[config.mk]
export PLATFORM = sky130hd
export DESIGN_NAME = auxtx_retry_seq
export DESIGN_NICKNAME = d
export VERILOG_FILES = /design/src/rtl/auxtx_pkg.sv /design/src/rtl/auxtx_budget.sv /design/src/rtl/auxtx_us_timer.sv /design/src/rtl/auxtx_retry_seq.sv
export SDC_FILE = /design/constraint.sdc
export NUM_CORES = 1
export LEC_CHECK = 0
export CAP_MARGIN = 5
export CORE_ASPECT_RATIO = 0.8
export CORE_MARGIN = 3
export CORE_UTILIZATION = 35
export CTS_BUF_LIST = sky130_fd_sc_hd__clkbuf_4
export DETAILED_ROUTE_END_ITERATION = 6
export GPL_TIMING_DRIVEN = 0
export HOLD_SLACK_MARGIN = 0.1
export PLACE_DENSITY = 0.62
export SYNTH_ARGS = -nofsm -noshare
export SYNTH_HDL_FRONTEND = slang
export SYNTH_SLANG_ARGS = --single-unit
[constraint.sdc]
create_clock -name clk -period 5.48 [get_ports clk]
set_input_delay 0.822 -clock clk [delete_from_list [all_inputs] [get_ports clk]]
set_output_delay 0.822 -clock clk [all_outputs]
set_load 0.01 [all_outputs]
[src/rtl/auxtx_pkg.sv]
package auxtx_pkg;
   // channel outcome codes from the reply decoder
   localparam logic [2:0] OC_ACK       = 3'd0;
   localparam logic [2:0] OC_NACK      = 3'd1;
   localparam logic [2:0] OC_DEFER     = 3'd2;
   localparam logic [2:0] OC_I2C_DEFER = 3'd3;
   localparam logic [2:0] OC_I2C_NACK  = 3'd4;
   localparam logic [2:0] OC_TIMEOUT   = 3'd5;
   localparam logic [2:0] OC_INVALID   = 3'd6;
   localparam logic [2:0] OC_HPD       = 3'd7;

   // verdict codes
   localparam logic [2:0] VD_OK      = 3'd0;
   localparam logic [2:0] VD_NACK    = 3'd1;
   localparam logic [2:0] VD_TIMEOUT = 3'd2;
   localparam logic [2:0] VD_PROTO   = 3'd3;
   localparam logic [2:0] VD_HPD     = 3'd4;

   // budget slots
   localparam int NB     = 6;
   localparam int B_INV  = 0;
   localparam int B_TMO  = 1;
   localparam int B_ADEF = 2;
   localparam int B_IDEF = 3;
   localparam int B_SHRT = 4;
   localparam int B_ACKM = 5;

   typedef enum logic [2:0] {
      S_IDLE, S_ISSUE, S_WAIT, S_PAUSE, S_DONE
   } seq_state_e;
endpackage

[src/rtl/auxtx_budget.sv]
module auxtx_budget #(
   parameter int CNT_W = 4
) (
   input  logic             clk,
   input  logic             rst_n,
   input  logic             clr,
   input  logic             inc,
   input  logic [CNT_W-1:0] limit,
   output logic             spent
);
   logic [CNT_W-1:0] cnt;

   always_ff @(posedge clk or negedge rst_n) begin
      if (!rst_n)                cnt <= '0;
      else if (clr)              cnt <= '0;
      else if (inc && cnt != '1) cnt <= cnt + 1'b1;
   end

   // the next increment would exceed the limit
   assign spent = (cnt >= limit);

   p_clear_r13: assert property (@(posedge clk) disable iff (!rst_n)
      clr |=> cnt == '0);
   p_saturate_r5: assert property (@(posedge clk) disable iff (!rst_n)
      (inc && !clr && cnt == '1) |=> cnt == '1);
endmodule

[src/rtl/auxtx_us_timer.sv]
module auxtx_us_timer #(
   parameter int CLK_PER_US = 100,
   parameter int US_W       = 10
) (
   input  logic            clk,
   input  logic            rst_n,
   input  logic            load,
   input  logic [US_W-1:0] load_us,
   output logic            busy
);
   logic            tick;
   logic [US_W-1:0] rem;

   generate
      if (CLK_PER_US < 1) begin : g_bad
         $error("auxtx_us_timer: CLK_PER_US must be at least 1");
      end
      if (CLK_PER_US == 1) begin : g_every
         assign tick = 1'b1;
      end else begin : g_div
         localparam int DIV_W = $clog2(CLK_PER_US);
         logic [DIV_W-1:0] div;
         always_ff @(posedge clk or negedge rst_n) begin
            if (!rst_n)                                   div <= '0;
            else if (div == DIV_W'(CLK_PER_US - 1))       div <= '0;
            else                                          div <= div + 1'b1;
         end
         assign tick = (div == DIV_W'(CLK_PER_US - 1));
      end
   endgenerate

   always_ff @(posedge clk or negedge rst_n) begin
      if (!rst_n)                  rem <= '0;
      else if (load)               rem <= load_us;
      else if (tick && rem != '0)  rem <= rem - 1'b1;
   end

   assign busy = (rem != '0);

   p_load_busy_r3: assert property (@(posedge clk) disable iff (!rst_n)
      (load && load_us != '0) |=> busy);
endmodule

[src/rtl/auxtx_retry_seq.sv]
module auxtx_retry_seq
   import auxtx_pkg::*;
#(
   parameter int ADDR_W       = 20,
   parameter int LEN_W        = 5,
   parameter int CNT_W        = 4,
   parameter int CLK_PER_US   = 100,
   parameter int INV_WAIT_US  = 400,
   parameter int ACKM_WAIT_US = 300,
   parameter int I2C_GAP_US   = 0,
   parameter int INV_LIMIT    = 1,
   parameter int TMO_LIMIT    = 2,
   parameter int DEFER_LIMIT  = 6,
   parameter int SHORT_LIMIT  = 1,
   parameter int WR_DEFER_MAX = 0
) (
   input  logic              clk,
   input  logic              rst_n,
   input  logic              cmd_valid,
   output logic              cmd_ready,
   input  logic              cmd_i2c,
   input  logic              cmd_write,
   input  logic              cmd_mot,
   input  logic [ADDR_W-1:0] cmd_addr,
   input  logic [LEN_W-1:0]  cmd_len,
   output logic              req_valid,
   input  logic              req_ready,
   output logic [3:0]        req_action,
   output logic [ADDR_W-1:0] req_addr,
   output logic [LEN_W-1:0]  req_len,
   output logic [LEN_W-1:0]  req_offset,
   input  logic              rsp_valid,
   input  logic [2:0]        rsp_outcome,
   input  logic [LEN_W-1:0]  rsp_count,
   output logic              done_valid,
   output logic [2:0]        done_status,
   input  logic              done_ack
);
   localparam int WR_DEFER_LIMIT = (WR_DEFER_MAX > DEFER_LIMIT) ? WR_DEFER_MAX : DEFER_LIMIT;
   localparam int WAIT_SUM       = INV_WAIT_US + ACKM_WAIT_US + I2C_GAP_US;
   localparam int US_W           = $clog2(WAIT_SUM + 2);

   generate
      if (ADDR_W < 8)  begin : g_bad_addr $error("auxtx_retry_seq: ADDR_W below 8"); end
      if (LEN_W < 1)   begin : g_bad_len  $error("auxtx_retry_seq: LEN_W below 1"); end
      if ((1 << CNT_W) <= WR_DEFER_LIMIT + 1) begin : g_bad_cnt
         $error("auxtx_retry_seq: CNT_W too narrow for the retry limits");
      end
   endgenerate

   seq_state_e        st;
   logic              c_i2c, c_write, c_mot, in_stop;
   logic [3:0]        act;
   logic [ADDR_W-1:0] addr;
   logic [LEN_W-1:0]  rem, off;
   logic [2:0]        verdict;

   // per-outcome decision
   logic              decide, term, need_stop, accept, clr_all;
   logic [2:0]        term_st;
   logic [3:0]        nx_act;
   logic [LEN_W-1:0]  nx_rem, nx_off;
   logic [US_W-1:0]   base_wait, load_us;
   logic [NB-1:0]     inc_v, clr_v, clr_sel, exc;
   logic [CNT_W-1:0]  lim [NB];
   logic              tmr_busy;
   logic [3:0]        poll_act;

   assign accept   = (st == S_IDLE) && cmd_valid;
   assign decide   = (st == S_WAIT) && rsp_valid;
   assign poll_act = {1'b0, act[2], 2'b10};

   always_comb begin
      for (int b = 0; b < NB; b++) lim[b] = '0;
      lim[B_INV]  = CNT_W'(INV_LIMIT);
      lim[B_TMO]  = CNT_W'(TMO_LIMIT);
      lim[B_ADEF] = c_write ? CNT_W'(WR_DEFER_LIMIT) : CNT_W'(DEFER_LIMIT);
      lim[B_IDEF] = c_write ? CNT_W'(WR_DEFER_LIMIT) : CNT_W'(DEFER_LIMIT);
      lim[B_SHRT] = CNT_W'(SHORT_LIMIT);
      lim[B_ACKM] = CNT_W'(DEFER_LIMIT);
   end

   always_comb begin
      inc_v     = '0;
      clr_sel   = '0;
      term      = 1'b0;
      term_st   = VD_OK;
      nx_act    = act;
      nx_rem    = rem;
      nx_off    = off;
      base_wait = '0;
      if (decide) begin
         case (rsp_outcome)
            OC_TIMEOUT: begin
               inc_v[B_TMO] = 1'b1;
               if (exc[B_TMO]) begin term = 1'b1; term_st = VD_TIMEOUT; end
            end
            OC_INVALID: begin
               inc_v[B_INV] = 1'b1;
               base_wait    = US_W'(INV_WAIT_US);
               if (exc[B_INV]) begin term = 1'b1; term_st = VD_PROTO; end
            end
            OC_HPD: begin
               term = 1'b1; term_st = VD_HPD;
            end
            default: begin
               clr_sel[B_TMO] = 1'b1;
               clr_sel[B_INV] = 1'b1;
               case (rsp_outcome)
                  OC_ACK: begin
                     clr_sel[B_ADEF] = 1'b1;
                     if (!c_write) begin
                        if (rsp_count > rem) begin
                           term = 1'b1; term_st = VD_PROTO;
                        end else if (rsp_count == rem) begin
                           term = 1'b1; term_st = VD_OK;
                        end else begin
                           inc_v[B_SHRT] = 1'b1;
                           nx_rem = rem - rsp_count;
                           nx_off = off + rsp_count;
                           if (exc[B_SHRT]) begin term = 1'b1; term_st = VD_PROTO; end
                        end
                     end else if (c_i2c && rsp_count != '0) begin
                        inc_v[B_ACKM] = 1'b1;
                        nx_act        = poll_act;
                        nx_rem        = '0;
                        base_wait     = US_W'(ACKM_WAIT_US);
                        if (exc[B_ACKM]) begin term = 1'b1; term_st = VD_TIMEOUT; end
                     end else begin
                        term = 1'b1; term_st = VD_OK;
                     end
                  end
                  OC_DEFER: begin
                     inc_v[B_ADEF] = 1'b1;
                     if (exc[B_ADEF]) begin term = 1'b1; term_st = VD_TIMEOUT; end
                  end
                  OC_I2C_DEFER: begin
                     clr_sel[B_ADEF] = 1'b1;
                     inc_v[B_IDEF]   = 1'b1;
                     if (c_write) begin
                        nx_act = poll_act;
                        nx_rem = '0;
                     end
                     if (exc[B_IDEF]) begin term = 1'b1; term_st = VD_TIMEOUT; end
                  end
                  default: begin
                     term = 1'b1; term_st = VD_NACK;
                  end
               endcase
            end
         endcase
      end
   end

   assign need_stop = !in_stop && c_i2c && (!c_mot || term_st != VD_OK);
   assign clr_all   = accept || (decide && term && need_stop);
   assign clr_v     = clr_sel | {NB{clr_all}};
   assign load_us   = base_wait + (c_i2c ? US_W'(I2C_GAP_US) : US_W'(0));

   generate
      for (genvar b = 0; b < NB; b++) begin : g_bud
         auxtx_budget #(.CNT_W(CNT_W)) u_bud (
            .clk   (clk),
            .rst_n (rst_n),
            .clr   (clr_v[b]),
            .inc   (inc_v[b]),
            .limit (lim[b]),
            .spent (exc[b])
         );
      end
   endgenerate

   auxtx_us_timer #(.CLK_PER_US(CLK_PER_US), .US_W(US_W)) u_tmr (
      .clk     (clk),
      .rst_n   (rst_n),
      .load    (decide && !term),
      .load_us (load_us),
      .busy    (tmr_busy)
   );

   always_ff @(posedge clk or negedge rst_n) begin
      if (!rst_n) begin
         st      <= S_IDLE;
         c_i2c   <= 1'b0;
         c_write <= 1'b0;
         c_mot   <= 1'b0;
         in_stop <= 1'b0;
         act     <= '0;
         addr    <= '0;
         rem     <= '0;
         off     <= '0;
         verdict <= VD_OK;
      end else begin
         case (st)
            S_IDLE: if (cmd_valid) begin
               c_i2c   <= cmd_i2c;
               c_write <= cmd_write;
               c_mot   <= cmd_mot;
               in_stop <= 1'b0;
               act     <= cmd_i2c ? {2'b01, 1'b0, !cmd_write} : {3'b100, !cmd_write};
               addr    <= cmd_i2c ? ADDR_W'(cmd_addr[7:1]) : cmd_addr;
               rem     <= cmd_len;
               off     <= '0;
               st      <= S_ISSUE;
            end
            S_ISSUE: if (req_ready) st <= S_WAIT;
            S_WAIT: if (rsp_valid) begin
               if (term) begin
                  if (need_stop) begin
                     in_stop <= 1'b1;
                     verdict <= term_st;
                     act     <= {3'b000, !c_write};
                     rem     <= '0;
                     off     <= '0;
                     st      <= S_ISSUE;
                  end else begin
                     if (!in_stop) verdict <= term_st;
                     st <= S_DONE;
                  end
               end else begin
                  act <= nx_act;
                  rem <= nx_rem;
                  off <= nx_off;
                  st  <= S_PAUSE;
               end
            end
            S_PAUSE: if (!tmr_busy) st <= S_ISSUE;
            S_DONE:  if (done_ack)  st <= S_IDLE;
            default: st <= S_IDLE;
         endcase
      end
   end

   assign cmd_ready   = (st == S_IDLE);
   assign req_valid   = (st == S_ISSUE);
   assign req_action  = act;
   assign req_addr    = addr;
   assign req_len     = rem;
   assign req_offset  = off;
   assign done_valid  = (st == S_DONE);
   assign done_status = verdict;

   p_idle_quiet_r1: assert property (@(posedge clk) disable iff (!rst_n)
      cmd_ready |-> (!req_valid && !done_valid));
   p_req_hold_r2: assert property (@(posedge clk) disable iff (!rst_n)
      (req_valid && !req_ready) |=> (req_valid && $stable(req_action)
                                     && $stable(req_addr) && $stable(req_len)));
   p_done_hold_r12: assert property (@(posedge clk) disable iff (!rst_n)
      (done_valid && !done_ack) |=> (done_valid && $stable(done_status)));
   p_stop_shape_r10: assert property (@(posedge clk) disable iff (!rst_n)
      (req_valid && in_stop) |-> (req_len == '0 && req_action[3:2] == 2'b00));
   p_native_nostop_r10: assert property (@(posedge clk) disable iff (!rst_n)
      (req_valid && req_action[3]) |-> !in_stop);
endmodule

==> impl_results.md <==
* Share of post-route cells with drive strength above 1 at 9.03%
* Most common cell in the netlist: dfrtp_1
* Tot GR Track Use at 15.7%
* Drt wl/cell at 15.0 µm
* Dominant synthesized flop cell: dfrtp_1
* GR Util met3 at 5.58%
* CTS sink cnt at 85
* Fill count at 1293
* Floorplan core area at 13700 µm²
* Hold Crit Class: input pin to async pin
* DP Cell Count at 784
* Rows at 38
* Sequential fraction of the synthesis area at 42.7%
* First-pass GRT wire length at 20300 µm
* GR peak layer: met2
* Vias in the first global route at 4202
* Crit Path Class: input pin to flop
* Grt met1 use at 22.0%
* RSZ-0062 raised after global routing: false
* Final Wtd Congestion at 0.873
* Max transition margin at 43.4%
* H-tree Lvls at 3
* Fmax at 0.287 GHz
* Synth top area cells: dfrtp_1, ha_1, nand2_1
* Largest area contributor in the netlist: dfrtp_1
* Crit end category: flop
* Layout area overhead at 24.3%
* GRT overflow at 0
* Final Critical Period at 3.48 ns
* Post-CTS Hold Fix Bufs at 0
* CTS tree: built
* Ys Warns at 0
* Worst slew pin tran at 0.843 ns
* Max-slew violation count at 0
* Worst EP arrival at 3.84 ns
* Period Utilization, post-route at 63.5%
* Iteration-0 DRC Markers at 164
* DRC at 0
* Largest net degree at the start of global routing at 51
* Final setup violation count at 0
* Clock root cell: clkbuf_4
* Post-synth top cells: dfrtp_1, nand2_1, nor2_1
* TritonCTS Buffers at 9
* Clock Tree Buf Depth at 2
* Routed wire length at 12000 µm
* Fin cells at 800
* Hpwl dp at 9070 µm
* Clock latency on the worst-skew pair at 0.48 ns
* Worst EP required at 5.84 ns
* Initial antenna violation count at 0
* Share of flip-flops with an asynchronous set or reset at 100%
* Largest delay share family, worst path: compound AO/OA/AOI/OAI gates
* First-pass DRT Iterations at 4
* Synthesized instance count at 523
* Port bufs at 80
* FF+latch count, synth at 85
* Synthesized cell area at 4980 µm²
* Buffers and inverters on the worst path at 2
* Cell variety after synth at 68
* Top Ports at 82
* TNS Setup at 0 ns
* Setup bufs post-CTS at 0
* CTS clk-pin slew, worst paths at 0.18 ns
* Met2 Use GR at 23.6%
* Fin nets at 684
* Post-cts sizing count at 0
* Status: complete, no violations
* Largest driver fanout on the critical path at 10
* Critical Path Max Stage Delay at 0.60 ns
* Max capacitance violation total at 0
* Starting Density at 36.3%
* Cell Chain, Critical Path: clkdlybuf4s50_1 > nor3_1 > nand2b_1 > o31ai_2 > o31a_1 > o2111ai_1 > a21oi_2 > buf_2 > nor2_1
* Vias after detailed routing at 4115
* Syn_area_per_cell at 9.53 µm²
* CP max stage cell: clkdlybuf4s50_1
* Leakage power at 2.62 nW
* Antenna Cells at 0
* P per Cell Area at 397 nW/µm²
* Hold Fails Final Rpt at 0
* Syn nets at 592
* Startpoint class of the critical path: input pin
* Drt via density at 5.14
* Yosys top cell area share at 42.7%
* Die area at 15700 µm²
* VDD IR-drop max at 0.197 mV
* Routed Antenna Nets at 0
* Die Ht at 113 µm
* Die X-Extent at 139 µm
* Setup Skew at 0.0356 ns
* EDFF count, synth at 0
[registers in the layout, indices dropped and copies added, names as in the netlist]
signal / count
g_bud.u_bud.cnt: 24
u_tmr.rem: 10
in_stop: 1
c_mot: 1
done_status: 3
st: 3
req_action: 4
c_write: 1
u_tmr.g_div.div: 7
req_len: 5
req_addr: 20
c_i2c: 1
req_offset: 5
[worst reg2reg max path: stages, from the launching register on]
cell	delay, ns
dfrtp_1	0.41
inv_1	0.08
ha_1	0.19
o21ai_1	0.15
nor4b_1	0.49
o32ai_2	0.20
o31a_1	0.36
nor4_4	0.59
a211oi_2	0.16
mux2_1	0.35
[path summary, 6_finish.rpt]
kind                                                         from                                end  slack [ns]  depth (start not counted)
worst min-delay path                                        rst_n           req_addr[19]$_DFFE_PN0P_        0.28                          1
worst max register to register  g_bud[2].u_bud.cnt[0]$_DFFE_PN0P_          req_action[0]$_DFFE_PN0P_        2.40                          9
worst min register to register       u_tmr.g_div.div[0]$_DFF_PN0_       u_tmr.g_div.div[0]$_DFF_PN0_        0.47                          1
max in group asynchronous                                   rst_n           u_tmr.rem[2]$_DFFE_PN0P_        4.54                          2
worst max-delay path                               rsp_outcome[0]  g_bud[3].u_bud.cnt[3]$_DFFE_PN0P_        2.00                          9
min in group clk                     u_tmr.g_div.div[0]$_DFF_PN0_       u_tmr.g_div.div[0]$_DFF_PN0_        0.47                          1
[per-stage QoR]
stage	power, mW	utilization, %	hold slack [ns]	setup slack [ns]	instance area (µm²)
3_3_place_gp	2.04	43.7	0.446	0.325	6010
6_report	2.46	45.1	0.283	2.00	6190
4_1_cts	2.48	45.1	0.286	2.01	6190
2_1_floorplan	1.59	-	0.433	2.52	4980
3_5_place_dp	2.06	43.9	0.457	1.50	6030
5_1_grt	2.65	45.1	0.273	1.77	6190
[where the power goes]
| part | total [mW] | internal [mW] | switching [mW] | leakage (nW) |
|---|---|---|---|---|
| Combinational | 1.10 | 0.540 | 0.563 | 1.43 |
| Sequential | 0.949 | 0.804 | 0.144 | 1.11 |
| Clock | 0.406 | 0.151 | 0.256 | 0.0822 |
[cell type report]
| class | instances | area [µm²] | share of cell area (%) |
|---|---|---|---|
| well taps | 180 | 225 | 3.64 |
| plain buffers | 18 | 95.1 | 1.54 |
| flip-flops and latches | 85 | 2130 | 34.4 |
| multi-input cells | 389 | 2640 | 42.7 |
| clock inverters | 7 | 91.3 | 1.48 |
| repair buffers | 81 | 826 | 13.3 |
| inverters | 31 | 116 | 1.88 |
| clock buffers | 9 | 67.6 | 1.09 |
[per-layer routing]
layer,wire length [µm],vias up
li1,-,2023
met1,5970,1986
met2,5110,97
met3,827,9
met4,89,0
met5,0,-
[layout by cell type, fill, tap and decap left out, types with 11 or more instances in the layout]
master / instances
a21oi_1: 15
o21ai_0: 31
a211oi_1: 11
nand2_1: 72
ha_1: 25
clkbuf_1: 11
clkdlybuf4s50_1: 79
nor2_1: 48
xor2_1: 12
xnor2_1: 21
dfrtp_1: 85
inv_1: 31
nor3_1: 13
[kinds of logic (layout without fill, tap and decap cells)]
| family | count (synthesis) | after routing | synth area share (%) |
|---|---|---|---|
| buffers and inverters | 49 | 146 | 4.24 |
| XOR/XNOR | 33 | 33 | 5.80 |
| multiplexers | 20 | 20 | 4.57 |
| flip-flops | 85 | 85 | 42.7 |
| AO/OA/AOI/OAI | 115 | 115 | 16.7 |
| AND/OR/NAND/NOR | 194 | 194 | 18.9 |
| adder cells (fa/ha/maj) | 27 | 27 | 7.08 |
Note: power is estimated with default switching activity, not from simulation.
